## src/rtl/rtc_cal_pkg.sv

```systemverilog
package rtc_cal_pkg;

    localparam int SEC_W  = 6;
    localparam int MIN_W  = 6;
    localparam int HR_W   = 5;
    localparam int DAY_W  = 5;
    localparam int MON_W  = 4;
    localparam int YR_W   = 6;

    localparam int SEC_MAX = 59;
    localparam int MIN_MAX = 59;
    localparam int HR_MAX  = 23;
    localparam int MON_MAX = 12;

    typedef struct packed {
        logic [HR_W-1:0]  hr;
        logic [MIN_W-1:0] min;
        logic [SEC_W-1:0] sec;
    } hms_t;

    typedef struct packed {
        logic             leap;
        logic [YR_W-1:0]  yr;
        logic [MON_W-1:0] mon;
        logic [DAY_W-1:0] day;
    } ymd_t;

    typedef struct packed {
        hms_t hms;
        ymd_t ymd;
    } cal_t;

    // Last day of the month; February depends on the stored leap flag.
    function automatic logic [DAY_W-1:0] month_last_day(input logic [MON_W-1:0] mon,
                                                        input logic leap);
        logic [DAY_W-1:0] last;
        case (mon)
            4'd2:                      last = leap ? DAY_W'(29) : DAY_W'(28);
            4'd4, 4'd6, 4'd9, 4'd11:   last = DAY_W'(30);
            default:                   last = DAY_W'(31);
        endcase
        return last;
    endfunction

endpackage

```

## src/rtl/cal_time_adv.sv

```systemverilog
module cal_time_adv
    import rtc_cal_pkg::*;
(
    input  hms_t cur,
    output hms_t nxt,
    output logic day_carry
);
    logic sec_wrap;
    logic min_wrap;
    logic hr_wrap;

    always_comb begin
        sec_wrap  = (cur.sec >= SEC_W'(SEC_MAX));
        min_wrap  = (cur.min >= MIN_W'(MIN_MAX));
        hr_wrap   = (cur.hr  >= HR_W'(HR_MAX));
        nxt       = cur;
        day_carry = 1'b0;
        if (!sec_wrap) begin
            nxt.sec = cur.sec + SEC_W'(1);
        end else begin
            nxt.sec = '0;
            if (!min_wrap) begin
                nxt.min = cur.min + MIN_W'(1);
            end else begin
                nxt.min = '0;
                if (!hr_wrap) begin
                    nxt.hr = cur.hr + HR_W'(1);
                end else begin
                    nxt.hr    = '0;
                    day_carry = 1'b1;
                end
            end
        end
    end
endmodule

```

## src/rtl/cal_date_adv.sv

```systemverilog
module cal_date_adv
    import rtc_cal_pkg::*;
(
    input  ymd_t cur,
    output ymd_t nxt
);
    logic [DAY_W-1:0] last_day;

    always_comb begin
        last_day = month_last_day(cur.mon, cur.leap);
        nxt      = cur;
        if (cur.day < last_day) begin
            nxt.day = cur.day + DAY_W'(1);
        end else begin
            nxt.day = DAY_W'(1);
            if (cur.mon < MON_W'(MON_MAX)) begin
                nxt.mon = cur.mon + MON_W'(1);
            end else begin
                nxt.mon = MON_W'(1);
                nxt.yr  = cur.yr + YR_W'(1);
            end
        end
    end
endmodule

```

## src/rtl/cal_commit_slot.sv

```systemverilog
module cal_commit_slot #(
    parameter int W            = 17,
    parameter int COMMIT_TICKS = 2
) (
    input  logic         clk,
    input  logic         rst_n,
    input  logic         tick,
    input  logic         wr,
    input  logic [W-1:0] wr_data,
    output logic         busy,
    output logic         commit,
    output logic [W-1:0] staged
);
    localparam int CW = (COMMIT_TICKS < 2) ? 1 : $clog2(COMMIT_TICKS);
    localparam logic [CW-1:0] LAST = CW'(COMMIT_TICKS - 1);

    typedef struct packed {
        logic          busy;
        logic [CW-1:0] cnt;
        logic [W-1:0]  data;
    } slot_t;

    slot_t st_d, st_q;

    always_comb begin
        st_d   = st_q;
        commit = st_q.busy && tick && (st_q.cnt == LAST);
        if (!st_q.busy) begin
            if (wr) begin
                st_d.busy = 1'b1;
                st_d.cnt  = '0;
                st_d.data = wr_data;
            end
        end else if (tick) begin
            if (commit) begin
                st_d.busy = 1'b0;
                st_d.cnt  = '0;
            end else begin
                st_d.cnt = st_q.cnt + CW'(1);
            end
        end
    end

    always_ff @(posedge clk) begin
        if (!rst_n) begin
            st_q <= '0;
        end else begin
            st_q <= st_d;
        end
    end

    assign busy   = st_q.busy;
    assign staged = st_q.data;

    // the busy flag only rises after a write strobe
    a_r3_rise_needs_wr: assert property (@(posedge clk) disable iff (!rst_n)
        $rose(st_q.busy) |-> $past(wr));
    // the busy flag only drops on a tick
    a_r3_clear_on_tick: assert property (@(posedge clk) disable iff (!rst_n)
        $fell(st_q.busy) |-> $past(tick));
    // while pending, the staged value is held
    a_r8_staged_held: assert property (@(posedge clk) disable iff (!rst_n)
        st_q.busy |=> $stable(st_q.data));
endmodule

```

## src/rtl/rtc_calendar.sv

```systemverilog
module rtc_calendar
    import rtc_cal_pkg::*;
#(
    parameter int COMMIT_TICKS = 2
) (
    input  logic        clk,
    input  logic        rst_n,
    input  logic        tick_1hz,
    input  logic        wr_hms,
    input  logic        wr_ymd,
    input  logic [31:0] wr_data,
    output logic [31:0] hms_o,
    output logic [31:0] ymd_o,
    output logic [2:0]  busy_o
);
    localparam int HMS_W = $bits(hms_t);
    localparam int YMD_W = $bits(ymd_t);

    cal_t st_d, st_q;

    hms_t wr_hms_val, hms_staged, hms_next;
    ymd_t wr_ymd_val, ymd_staged, ymd_next;
    logic hms_busy, hms_commit, ymd_busy, ymd_commit, day_carry;
    logic unused_wr_bits;

    assign wr_hms_val     = '{hr: wr_data[20:16], min: wr_data[13:8], sec: wr_data[5:0]};
    assign wr_ymd_val     = '{leap: wr_data[22], yr: wr_data[21:16],
                              mon: wr_data[11:8], day: wr_data[4:0]};
    assign unused_wr_bits = ^{wr_data[31:23], wr_data[15:14], wr_data[7:6]};

    cal_commit_slot #(.W(HMS_W), .COMMIT_TICKS(COMMIT_TICKS)) u_hms_slot (
        .clk(clk), .rst_n(rst_n), .tick(tick_1hz), .wr(wr_hms),
        .wr_data(wr_hms_val), .busy(hms_busy), .commit(hms_commit),
        .staged(hms_staged)
    );

    cal_commit_slot #(.W(YMD_W), .COMMIT_TICKS(COMMIT_TICKS)) u_ymd_slot (
        .clk(clk), .rst_n(rst_n), .tick(tick_1hz), .wr(wr_ymd),
        .wr_data(wr_ymd_val), .busy(ymd_busy), .commit(ymd_commit),
        .staged(ymd_staged)
    );

    cal_time_adv u_time_adv (.cur(st_q.hms), .nxt(hms_next), .day_carry(day_carry));
    cal_date_adv u_date_adv (.cur(st_q.ymd), .nxt(ymd_next));

    always_comb begin
        st_d = st_q;
        if (hms_commit) begin
            st_d.hms = hms_staged;
        end else if (tick_1hz) begin
            st_d.hms = hms_next;
        end
        if (ymd_commit) begin
            st_d.ymd = ymd_staged;
        end else if (tick_1hz && day_carry && !hms_commit) begin
            st_d.ymd = ymd_next;
        end
    end

    always_ff @(posedge clk) begin
        if (!rst_n) begin
            st_q.hms <= '0;
            st_q.ymd <= '{leap: 1'b0, yr: '0, mon: MON_W'(1), day: DAY_W'(1)};
        end else begin
            st_q <= st_d;
        end
    end

    assign hms_o  = {11'b0, st_q.hms.hr, 2'b0, st_q.hms.min, 2'b0, st_q.hms.sec};
    assign ymd_o  = {9'b0, st_q.ymd.leap, st_q.ymd.yr, 4'b0, st_q.ymd.mon,
                     3'b0, st_q.ymd.day};
    assign busy_o = {1'b0, hms_busy, ymd_busy};

    // no tick, no change to the clock word
    a_r11_hms_hold: assert property (@(posedge clk) disable iff (!rst_n)
        !tick_1hz |=> $stable(hms_o));
    // no tick, no change to the date word
    a_r11_ymd_hold: assert property (@(posedge clk) disable iff (!rst_n)
        !tick_1hz |=> $stable(ymd_o));
    // a plain tick moves seconds up by exactly one
    a_r5_sec_step: assert property (@(posedge clk) disable iff (!rst_n)
        (tick_1hz && !hms_commit && st_q.hms.sec < SEC_W'(SEC_MAX))
        |=> (st_q.hms.sec == $past(st_q.hms.sec) + SEC_W'(1)));
endmodule

```

## config.mk

```make
export PLATFORM = sky130hd
export DESIGN_NAME = rtc_calendar
export DESIGN_NICKNAME = d
export VERILOG_FILES = /design/src/rtl/rtc_cal_pkg.sv /design/src/rtl/cal_time_adv.sv /design/src/rtl/cal_date_adv.sv /design/src/rtl/cal_commit_slot.sv /design/src/rtl/rtc_calendar.sv
export SDC_FILE = /design/constraint.sdc
export NUM_CORES = 1
export LEC_CHECK = 0
export BUFFER_PORTS_ARGS = -buffer_cell sky130_fd_sc_hd__clkbuf_2
export CAP_MARGIN = 25
export CORE_ASPECT_RATIO = 1.25
export CORE_MARGIN = 2
export CORE_UTILIZATION = 25
export DETAILED_ROUTE_END_ITERATION = 12
export HOLD_SLACK_MARGIN = 0.15
export PLACE_DENSITY_LB_ADDON = 0.3
export SLEW_MARGIN = 20
export SYNTH_ARGS = -nofsm -noshare
export SYNTH_HDL_FRONTEND = slang
export SYNTH_SLANG_ARGS = --single-unit
```

## constraint.sdc

```tcl
create_clock -name clk -period 4.95 [get_ports clk]
set_input_delay 0.2475 -clock clk [delete_from_list [all_inputs] [get_ports clk]]
set_output_delay 0.2475 -clock clk [all_outputs]
set_load 0.01 [all_outputs]
```

After elaboration in Yosys (flattened, before gate mapping)
Index checks and enable logic that the tools add are counted.
{ "op_classes": {"muxes": 28, "addsub": 8, "order_cmp": 5, "n_reduce_logical": 22, "n_bitwise": 2, "n_eq_ne": 9} }
{ "op_table": {"columns": ["op", "n"], "rows": [
  ["2-to-1 mux 17 bit", 2],
  ["2-to-1 mux 19 bit", 1],
  ["adder 6 x 1 -> 6 bit, second input constant", 3],
  ["2-to-1 mux 18 bit", 1],
  ["2-to-1 mux 6 bit", 3],
  ["2-to-1 mux 16 bit", 1],
  ["2-to-1 mux 15 bit", 1],
  ["2-to-1 mux 5 bit", 3],
  [">= comparator 6 bit, second input constant", 2],
  ["AND reduction 2 bit", 6],
  ["nonzero test 2 bit", 6],
  ["2-to-1 mux 11 bit", 1],
  ["adder 5 x 1 -> 5 bit, second input constant", 2],
  ["2-to-1 mux 10 bit", 1],
  ["one-hot mux 5 bit (2 select lines)", 1],
  ["== test 4 x 3 -> 1 bit, second input constant", 2],
  ["== test 4 bit, second input constant", 2],
  ["2-to-1 mux 1 bit", 8],
  ["2-to-1 mux 2 bit", 4],
  ["inequality test 2 bit, second input constant", 4],
  ["logical AND 1 bit", 6],
  ["AND reduction 3 bit", 2],
  [">= comparator 5 bit, second input constant", 1],
  ["less-than comparator 5 bit", 1],
  ["8 further kinds", 10]
]} }
{ "word_totals": {"in_bits": 37, "elab_cells": 87, "out_inout_bits": 67, "reg_bits": 70} }

Longest topological paths before layout
{ "logic_depth": {"word_depth": 8, "depth_mapped": 9, "ltp_nobuf": 9} }

Cells and area by module
From an unflattened synthesis, not the netlist that was laid out.
{ "unflattened": {"cells_unflattened": 513, "hier_area_um2": 4556.9} }
{ "by_module_without_submodules": {"columns": ["module", "area_per_inst_um2", "seq_area_each_um2", "cells_per_inst", "instances"], "rows": [
  ["rtc_calendar", 1855.5, 660.6, 185, 1],
  ["cal_commit_slot (u_hms_slot)", 883.3, 380.4, 101, 1],
  ["cal_commit_slot (u_ymd_slot)", 850.8, 360.3, 96, 1],
  ["cal_date_adv", 509.2, 0.0, 64, 1],
  ["cal_time_adv", 457.9, 0.0, 67, 1]
]} }

Worst setup path after synthesis
Ideal clock, no wire load.
{ "synth_path": {"path_kind": "flip-flop to flip-flop", "startpoint": "register st_q, in the netlist ymd_o[8]", "endpoint": "register st_q, in the netlist ymd_o[21]", "required_ns": 4.876, "synth_period_minus_slack_ns": 2.382, "setup_time_ns": 0.074, "slack_ns": 2.568, "n_path_buf": 0, "stages_incl_launch_ff": 10, "arrival_ns": 2.308, "cell_sequence": "dfxtp_1 inv_1 ha_1 nor3b_1 ha_1 o2111ai_1 nor3_4 nand3_4 or4_1 a31oi_1"} }
{ "synth_via": {"elab_chain_len": 6, "word_cells_on_any_way": 12, "classes_between": "order compare: 2; eq/ne: 7; mux: 1; reduce/logical: 2"} }
{ "synth_rtl": {"columns": ["element", "line", "text"], "rows": [
  ["start: declaration", "rtc_calendar.sv:19", "cal_t st_d, st_q;"],
  ["start signal: assignment", "rtc_calendar.sv:65", "st_q <= st_d;"],
  ["== test 4 x 3 -> 1 bit / == test 4 bit (equally long branches)", "rtc_cal_pkg.sv:37", "case (mon)"],
  ["OR reduction 4 bit", "rtc_cal_pkg.sv:37", null],
  ["one-hot mux 5 bit (2 select lines)", "rtc_cal_pkg.sv:37", null],
  ["less-than comparator 5 bit", "cal_date_adv.sv:12", "if (cur.day < last_day) begin"],
  ["inequality test 2 bit (no line)", null, null],
  ["AND reduction 3 bit (no line) *", null, null]
]} }
Mark *: on every way between the ends. The rest lies on a longest branch, timed or not.
A chain may end at the register's enable or synchronous reset.

Worst setup path after layout
Ends and elaborated chain as after synthesis.

==> flow_summary.ini <==
[outcome]
outcome = complete, no violations

[clock_tree]
cts_made_buffers = 9
path_clk_slew_ps = 60
cts_resized = 0
clock_latency_ps = 330
cts_tree = done
clockRootBuffer = clkbuf_16
cts.htree.levels = 3
cts_buffer_depth = 2
clock_sinks = 70

[die]
dieHeight_um = 139
start_util_pct = 25.4
io_pins = 104
die_area_mm2 = 0.0155
fp.dieW_um = 112
design.core.area_mm2 = 0.0143
row_count = 49

[worst_setup_path]
cp.required_ps = 5210
regToRegSetupSlack_ps = 2330
worstSetupStartpointType = flip-flop
path_class = reg -> reg
crit_top_cell = ha_1
path_max_fanout = 7
cpMaxStageDelayCell = or4_1
cp_cell_sequence = inv_1 -> ha_1 -> nor3b_1 -> ha_1 -> o2111ai_1 -> nor3_4 -> nand3_4 -> or4_1 -> a31oi_1
arrival_ps = 2880
cp_slowest_stage_delay_ps = 450
end_kind = flip-flop

[yosys]
yosys_warnings = 0
synth_enable_flop_cells = 0
ys_types = 52
syn-cell-area_mm2 = 0.00363
synth-seq-area-share_pct = 38.6
avgSynthCellArea_um2 = 7.79
ys_async_sr_fraction_pct = 0
synth_flop_cell = dfxtp_1
synth-seq-cells = 70
postSynthCellCount = 466

[timing]
worstMarginPinSlew_ps = 863
finalSetupTns_ps = 0
fmax_mhz = 381
setup_viol = 0
fin_crit_ps = 2620
finalHoldViolCount = 0
finClkSkew_ps = 9.10
slew_headroom_pct = 42.4
holdWs_ps = 160
finalMaxSlewViolations = 0
period_share_pct = 53.0
rsz0062_at_grt = no

[detailed_routing]
wl_met3_um = 460
wl_met2_um = 4640
ant_nets = 0
firstDrtPassIters = 4
routed_via_density = 4.68
vias = 3260
drtIter0Drc = 150
wl_per_cell_um = 13.3
wl_um = 9300
top_layer = met4
wl_met1_um = 4050
drc = 0

[cells_and_area]
synthToLayoutAreaGrowth_pct = 19.1
final_common_cell = nand2_1
final_cell_mix = nand2_1, dfxtp_1, clkbuf_2, a21oi_1, conb_1
num_antenna_cells = 0
drive_gt1_share_pct = 16.6
fin_nets = 561
fin_area_mm2 = 0.00432
n_fill_cell = 1526

[power_and_ir_drop]
ir_drop_mv = 0.194
p_total_mw = 1.42
leakage_nw = 1.75
power.density_mw_per_mm2 = 329

[placement]
dpl_cell_area_mm2 = 0.00392
gp_congestion = 0.796
dp.final_hpwl_um = 6880
io_buffers = 58

[global_route]
grt_start_max_net_pins = 34
antenna_found_initial = 0
grt_pass1_wl_um = 15500
grtUsageTotal_pct = 12.3
overflow = 0
grt_pass1_vias = 3042

[run]
cap_violations = 0

[worst_hold_path]
worstHoldPathType = in -> reg
[per-layer routing]
metal,up-vias,track usage [%]
li1,1651,-
met1,1506,15.2
met2,92,20.4
met3,11,3.19
met4,0,4.81
met5,-,0
[worst paths after layout]
check | startpoint | cells past startpoint | endpoint
worst max register to register | ymd_o[8] | 9 | ymd_o[21]
worst min-delay path | wr_data[22] | 3 | u_ymd_slot.staged[15]
worst min register to register | u_ymd_slot.staged[12] | 2 | u_ymd_slot.staged[12]
worst max-delay path | ymd_o[8] | 9 | ymd_o[21]
[synthesized netlist by cell type (7+ instances only)]
cell type / count / area [um^2]
nand3_1: 19 / 95.1
nor2_1: 23 / 86.3
a211oi_1: 8 / 60.1
a21oi_1: 54 / 270
ha_1: 10 / 125
clkbuf_1: 27 / 101
o21ai_0: 26 / 130
nand2_1: 99 / 372
buf_4: 34 / 255
dfxtp_1: 70 / 1400
a31oi_1: 8 / 50.1
inv_1: 7 / 26.3
[repair_timing]
action	4_1_cts	5_1_grt
setup buffers	0	0
hold buffers	6	1
hold endpoints to repair	8	1
[through the flow]
stage,worst slack (ps),std cells,util (%)
finish,2330,697,30.3
global route,2150,697,30.3
CTS,2290,695,30.1
detailed placement,2300,673,27.4
global placement,2380,673,27.4
floorplan,2570,497,-
[kinds of logic after synthesis]
logic type | count (synthesis) | synth area share, %
fa+ha+maj | 10 | 3.45
xor+xnor | 7 | 1.69
simple gates | 175 | 21.9
flops | 70 | 38.6
compound gates | 129 | 22.2
mux | 5 | 1.41
buf+inv | 69 | 10.6
other cells | 1 | 0.103
[state kept, by name, summed over array words and instances, names as in the netlist]
| register | count |
|---|---|
| u_ymd_slot.busy | 1 |
| u_hms_slot.staged | 17 |
| hms_o | 17 |
| ymd_o | 16 |
| u_ymd_slot.st_q | 1 |
| u_hms_slot.st_q | 1 |
| u_hms_slot.busy | 1 |
| u_ymd_slot.staged | 16 |
[power by group]
group | total, mW | switching [mW] | internal (mW)
clock network | 0.701 | 0.258 | 0.443
logic | 0.115 | 0.0743 | 0.0409
registers | 0.608 | 0.0203 | 0.587
[critical path: cells and delay by family, from the launching register on]
family | cells | cell delay [ps]
compound gates | 2 | 380
fa+ha+maj | 2 | 530
buf+inv | 1 | 110
flops | 1 | 440
simple gates | 4 | 1100
[cell type report]
type	instances	area, um^2	area share (%)
Sequential cell	70	1400	32.4
Timing Repair Buffer	68	387	8.94
Inverter	7	26.3	0.608
Clock buffer	9	225	5.21
Tap cell	178	223	5.15
Multi-Input combinational cell	358	1960	45.4
Clock inverter	7	98.8	2.29
Power figures use the tool's default switching activity.
